### src/rtl/subset_core.sv
module subset_core #(
  parameter int STATUS_ADDR = 3,
  parameter int Z_BIT       = 2
) (
  input  logic        clk,
  input  logic        rst_n,
  output logic [10:0] imem_addr,
  input  logic [11:0] imem_data,
  output logic [7:0]  dbg_w,
  output logic [7:0]  dbg_status,
  output logic [10:0] dbg_pc,
  output logic        dbg_retire
);
  localparam int NREGS = 32;

  logic [7:0]  regs [NREGS];
  logic [7:0]  w, status, status_nx;
  logic [10:0] pc;
  logic        exec_valid, retire;

  logic [4:0] fa;
  logic       dst_file;
  logic       is_comf, is_decf, is_dsz, is_goto, alu_op, at_status;
  logic [7:0] operand, res;
  logic       res_zero, take_skip;

  assign fa        = imem_data[4:0];
  assign dst_file  = imem_data[5];
  assign is_comf   = exec_valid && imem_data[11:6] == 6'b001001;
  assign is_decf   = exec_valid && imem_data[11:6] == 6'b000011;
  assign is_dsz    = exec_valid && imem_data[11:6] == 6'b001011;
  assign is_goto   = exec_valid && imem_data[11:9] == 3'b101;
  assign alu_op    = is_comf || is_decf || is_dsz;
  assign at_status = fa == 5'(STATUS_ADDR);

  assign operand   = at_status ? status : regs[fa];
  assign res       = is_comf ? ~operand : operand - 8'd1;
  assign res_zero  = res == 8'd0;
  assign take_skip = is_dsz && res_zero;

  always_comb begin
    status_nx = status;
    if (alu_op && dst_file && at_status) status_nx = res;
    if (is_comf || is_decf) status_nx[Z_BIT] = res_zero;
  end

  always_ff @(posedge clk) begin
    if (!rst_n) begin
      w          <= '0;
      status     <= '0;
      pc         <= '0;
      exec_valid <= 1'b0;
      retire     <= 1'b0;
      for (int i = 0; i < NREGS; i++) regs[i] <= '0;
    end else begin
      retire     <= exec_valid;
      exec_valid <= !(is_goto || take_skip);
      pc         <= is_goto ? {status[6:5], imem_data[8:0]} : pc + 11'd1;
      status     <= status_nx;
      if (alu_op && !dst_file) w <= res;
      if (alu_op && dst_file && !at_status) regs[fa] <= res;
    end
  end

  assign imem_addr  = pc;
  assign dbg_pc     = pc;
  assign dbg_w      = w;
  assign dbg_status = status;
  assign dbg_retire = retire;
endmodule

### config.mk
export PLATFORM = sky130hd
export DESIGN_NAME = subset_core
export DESIGN_NICKNAME = d
export VERILOG_FILES = /design/src/rtl/subset_core.sv
export SDC_FILE = /design/constraint.sdc
export NUM_CORES = 1
export LEC_CHECK = 0
export CORE_MARGIN = 4
export CORE_UTILIZATION = 55
export CTS_CLUSTER_SIZE = 40
export DETAILED_ROUTE_END_ITERATION = 6
export PLACE_DENSITY = 0.74
export SYNTH_ARGS = -nofsm -noshare
export SYNTH_HDL_FRONTEND = slang
export SYNTH_SLANG_ARGS = --single-unit
### constraint.sdc
create_clock -name clk -period 4.9 [get_ports clk]
set_input_delay 1.225 -clock clk [delete_from_list [all_inputs] [get_ports clk]]
set_output_delay 1.225 -clock clk [all_outputs]
set_load 0.005 [all_outputs]
# [Word-level counts from Yosys, hierarchy flattened]
# Memory sizes are Yosys's and may differ from the RTL's.
# Index checks and enable logic that the tools add are counted.
[word_totals] ff_bits=29 latch_bits=0 ramBits=256 mem_bits_ro=0 input_bits=14 out_inout_bits=39 wordCells=45 memories=1
[classes] addsub=2 multipliers=0 div=0 magnitude_cmp=0 n_eq_ne=5 shift=0 muxes=12 bitwise_logic=1 reduce_logical=18
[memory_table] name="regs" words=32 word_bits=8 read_ports=1 rd_ports_with_merged_regs=0 write_ports=32 line="16" source="logic [7:0] regs [NREGS];"
[op_table] op="$mux 8" n=3
[op_table] op="$eq 6x4->1 const B" n=2
[op_table] op="$add 11x1->11 const B" n=1
[op_table] op="$mux 11" n=1
[op_table] op="$logic_and 1x1->1" n=9
[op_table] op="$logic_not 8->1" n=1
[op_table] op="$not 8->8" n=1
[op_table] op="$reduce_or 8->1" n=1
[op_table] op="$sub 8x1->8 const B" n=1
[op_table] op="$eq 6x2->1 const B" n=1
[op_table] op="$mux 1" n=6
[op_table] op="$eq 5x2->1 const B" n=1
[op_table] op="$mux 5" n=1
[op_table] op="$eq 3x3->1 const B" n=1
[op_table] op="$logic_not 1->1" n=3
[op_table] op="$logic_or 1x1->1" n=3
[op_table] op="$mux 3" n=1
[op_table] op="$reduce_bool 2->1" n=1

# [Longest topological paths before layout]
[depth] ltp_word=11 depth_mapped=18 mapped_depth_nobuf=12

# [Worst setup path after synthesis]
# OpenSTA, ideal clock, no wires.
[synth_path] kind="input to register" start="input imem_data[0]" end="register exec_valid" setup_time_ps=116 arrival_ps=4132 required_time_ps=4784 setup_slack_ps=652 path_stages=17 path_buffers=5 cell_sequence="buf_6 > buf_6 > buf_4 > mux2i_1 > o221ai_1 > o211ai_1 > a31oi_2 > clkbuf_1 > inv_1 > ha_1 > nor2b_1 > a31o_2 > clkbuf_1 > o211ai_1 > a221oi_2 > nand4_1 > o211a_1"
[synth_via] elab_chain_len=8 elab_cells_between_ends=10 classes_between="add/sub: 1; eq/ne: 1; mux: 2; bitwise: 1; reduce/logical: 4; memory: 1"
[synth_rtl] item="start, declared" line="8" source="input logic [11:0] imem_data,"
[synth_rtl] item="$mem_v2 32x8 / $eq 5x2->1 (equally long branches)"
[synth_rtl] item="$mux 8 *" line="36" source="assign operand = at_status ? status : regs[fa];"
[synth_rtl] item="$sub 8x1->8 / $not 8->8 (equally long branches)" line="37" source="assign res = is_comf ? ~operand : operand - 8'd1;"
[synth_rtl] item="$mux 8 *" line="37"
[synth_rtl] item="$logic_not 8->1 *" line="38" source="assign res_zero = res == 8'd0;"
[synth_rtl] item="$logic_and 1x1->1 *" line="39" source="assign take_skip = is_dsz && res_zero;"
[synth_rtl] item="$logic_or 1x1->1 *" line="57" source="exec_valid <= !(is_goto || take_skip);"
[synth_rtl] item="$logic_not 1->1 *" line="57"
[synth_rtl] item="end signal, assigned" line="57"
[synth_rtl] item="end, declared" line="19" source="logic exec_valid, retire;"
# Every way passes the cells marked *; elsewhere a longest branch is shown, timed or not.
# A chain may end at the register's enable or synchronous reset.

# [Worst setup path after layout]
[layout_path] start="input imem_data[0]" end="register w[7] (netlist: dbg_w[7])"
[layout_via] elab_chain_len=4 elab_cells_between_ends=6 classes_between="add/sub: 1; eq/ne: 1; mux: 2; bitwise: 1; memory: 1"
[layout_rtl] item="$mem_v2 32x8 / $eq 5x2->1 (equally long branches)"
[layout_rtl] item="$mux 8 *" line="36"
[layout_rtl] item="$sub 8x1->8 / $not 8->8 (equally long branches)" line="37"
[layout_rtl] item="$mux 8 *" line="37"
[layout_rtl] item="end signal, assigned" line="60" source="if (alu_op && !dst_file) w <= res;"
[layout_rtl] item="end, declared" line="17" source="logic [7:0] w, status, status_nx;"
# Marks and branches as above.

==> impl_metrics.toml <==
[routing]
avgRoutedWirePerCell_um = 23.2
drtIter0Drc = 1065
met1Wirelength_um = 13900
antenna_left = 0
drc_errors = 0
wl_met3_um = 3110
routed-wl-met2_um = 15600
vias = 8901
wirelength_um = 33600
top_layer_used = "met4"
first_pass_iters = 5
drt-vias-per-instance = 6.15

[power]
power_mw = 5.47
peakVddDrop_v = 0.000312
powerDensity_nw_per_um2 = 369
p_leak_nw = 5.47

[sta]
finalSetupViolCount = 0
max_freq_mhz = 240
hold_slack_ps = 458
worst_pin_slew_ps = 849
drv_slew = 0
post-route-period-util_pct = 84.9
hold_violations = 0
max_slew_margin_pct = 43.2
rsz0062_at_grt = "no"
finalCriticalPeriod_ps = 4160
clock_skew_ps = 10.3
setup_slack_ps = 741
fin_setup_tns_ps = 0

[floorplan]
start_util_pct = 56.4
num_rows = 55
fp.dieH_um = 161
fp.dieW_um = 161
pin_count = 53
dieArea_sq_um = 25900
core_sq_um = 22800

[critical_path]
cp-start-kind = "input pin"
r2r-start = "regs[23][1]"
cp_max_fo = 33
cp-end-kind = "flip-flop"
r2r_end = "exec_valid"
r2r_slack_ps = 1700
critPathArrivalTime_ps = 4590
critPathKind = "input pin to flip-flop"
cp.required_ps = 5330
reg2reg_depth = 12

[worst_hold_path]
holdPathEnd = "dbg_w[3]"
holdPathStages = 2
hp-start = "dbg_w[3]"
hold_class = "flip-flop to flip-flop"

[clock_tree]
htreeDepth = 1
ctsHoldBuffers = 0
clock_sinks = 280
cts_resized = 0
cts.clk_slew.worst_paths_ps = 60
cts_setup_buffers = 0
root_buffer = "clkbuf_16"
worst_skew_pair.late_latency_ps = 540
cts_buffers = 28
cts_tree = "built"
clk_path_buf_depth = 3

[final_layout]
drive_gt1_share_pct = 12.6
n_fill_cell = 1757
area_growth_pct = 15.3
layout.nets = 1129
stdcell_area_sq_um = 14800
insertedDiodeCount = 0

[placement]
placed_area_sq_um = 14000
portBuffers = 52
hpwl_um = 22900
place_congestion = 0.969
pre_cts_ws_ps = 216

[synth]
async_reset_ff_share_pct = 0
ys_ff_latch = 280
ys_types = 70
yosys_warnings = 0
synthFlopType = "edfxtp_1"
synthCells = 1061
netlist_area_sq_um = 12900
synth_edf_count = 251
yosysSeqAreaShare_pct = 63.0
avgSynthCellArea_sq_um = 12.1

[global_routing]
grt_use_total_pct = 26.0
antenna_found_initial = 0
overflow = 0
grt_pass1_wl_um = 51700
grt_pass1_vias = 8619
grt_max_degree = 38

[run_status]
status = "completed"

[run]
drv_cap = 0
[cells in the final DEF, fill, tap and decap left out, drive strengths merged, types with 8 or more instances in the layout]
| master | n |
|---|---|
| xor2 | 10 |
| mux4 | 32 |
| a22oi | 10 |
| edfxtp | 251 |
| a211oi | 16 |
| dfxtp | 29 |
| o21ai | 11 |
| nor3 | 12 |
| mux2i | 46 |
| and2 | 8 |
| nand2 | 103 |
| or3 | 9 |
| inv | 9 |
| mux2 | 9 |
| nand3 | 14 |
| nor2 | 292 |
| clkbuf | 44 |
| a21oi | 8 |
| clkdlybuf4s50 | 50 |
| nand4 | 8 |
| buf | 53 |
[critical path: stages]
cell and delay, ps:
buf_6 370, buf_12 220, mux2i_1 410, o32ai_1 220, nor4_1 360, nand4_1 340, a221oi_2 450, a41oi_2 230
xnor2_4 270, buf_12 210, o21ai_0 80, and2_1 160
[area by class of cell]
type                            instances  area (sq um)  share of cell area (%)
Clock buffer                           44           855                    5.75
Multi-Input combinational cell        691          4340                    29.2
Clock inverter                          8          36.3                   0.244
Sequential cell                       280          8120                    54.7
Tap cell                              313           392                    2.64
Timing Repair Buffer                  103          1070                    7.24
Inverter                                9          33.8                   0.228
[logic make-up (layout without fill, tap and decap cells)]
family,count (synthesis),after routing,share of synthesized area [%]
compound gates,98,98,5.89
xor+xnor,14,14,1.13
fa+ha+maj,2,2,0.194
buf+inv,92,164,3.65
flops,280,280,63.0
mux,87,87,9.96
other cells,1,3,0.0291
simple gates,487,487,16.1
[per-stage QoR]
stage,utilization (%),std cells
after floorplan,-,1063
after global placement,61.1,1396
after detailed placement,61.1,1396
after CTS,65.0,1448
after global routing,65.0,1448
final,65.0,1448
[registers in the layout (all words and copies together) (netlist names)]
register / count
dbg_retire: 1
regs: 251
exec_valid: 1
dbg_status: 8
dbg_w: 8
dbg_pc: 11
[per-layer routing]
metal / vias to the layer above / global-route usage (%)
met2: 469 / 40.9
li1: 3942 / -
met5: - / 0
met4: 0 / 7.33
met3: 84 / 4.57
met1: 4406 / 37.8
[Yosys cell counts, drive strengths merged, types with 11 or more instances]
master	number	area, sq um
a211oi	16	120
buf	47	302
clkbuf	36	135
dfxtp	29	581
edfxtp	251	7540
mux2i	46	460
mux4	32	721
nand2	103	387
nand3	14	70.1
nor2	292	1100
nor3	12	60.1
o21ai	11	55.1
[report_power, final]
group	internal [mW]	switching, mW
clock network	1.19	0.870
registers	2.67	0.0309
logic	0.249	0.460
[how the worst max path moves through the flow]
stage | slack [ps] | depth (start not counted) | endpoint | start
floorplan | 650 | 17 | exec_valid | imem_data[0]
global placement | 140 | 12 | dbg_w[7] | imem_data[0]
detailed placement | 220 | 12 | dbg_w[7] | imem_data[0]
CTS | 770 | 12 | dbg_w[7] | imem_data[0]
global route | 430 | 12 | dbg_w[7] | imem_data[0]
finish | 740 | 12 | dbg_w[7] | imem_data[0]
Power figures use the tool's default switching activity.
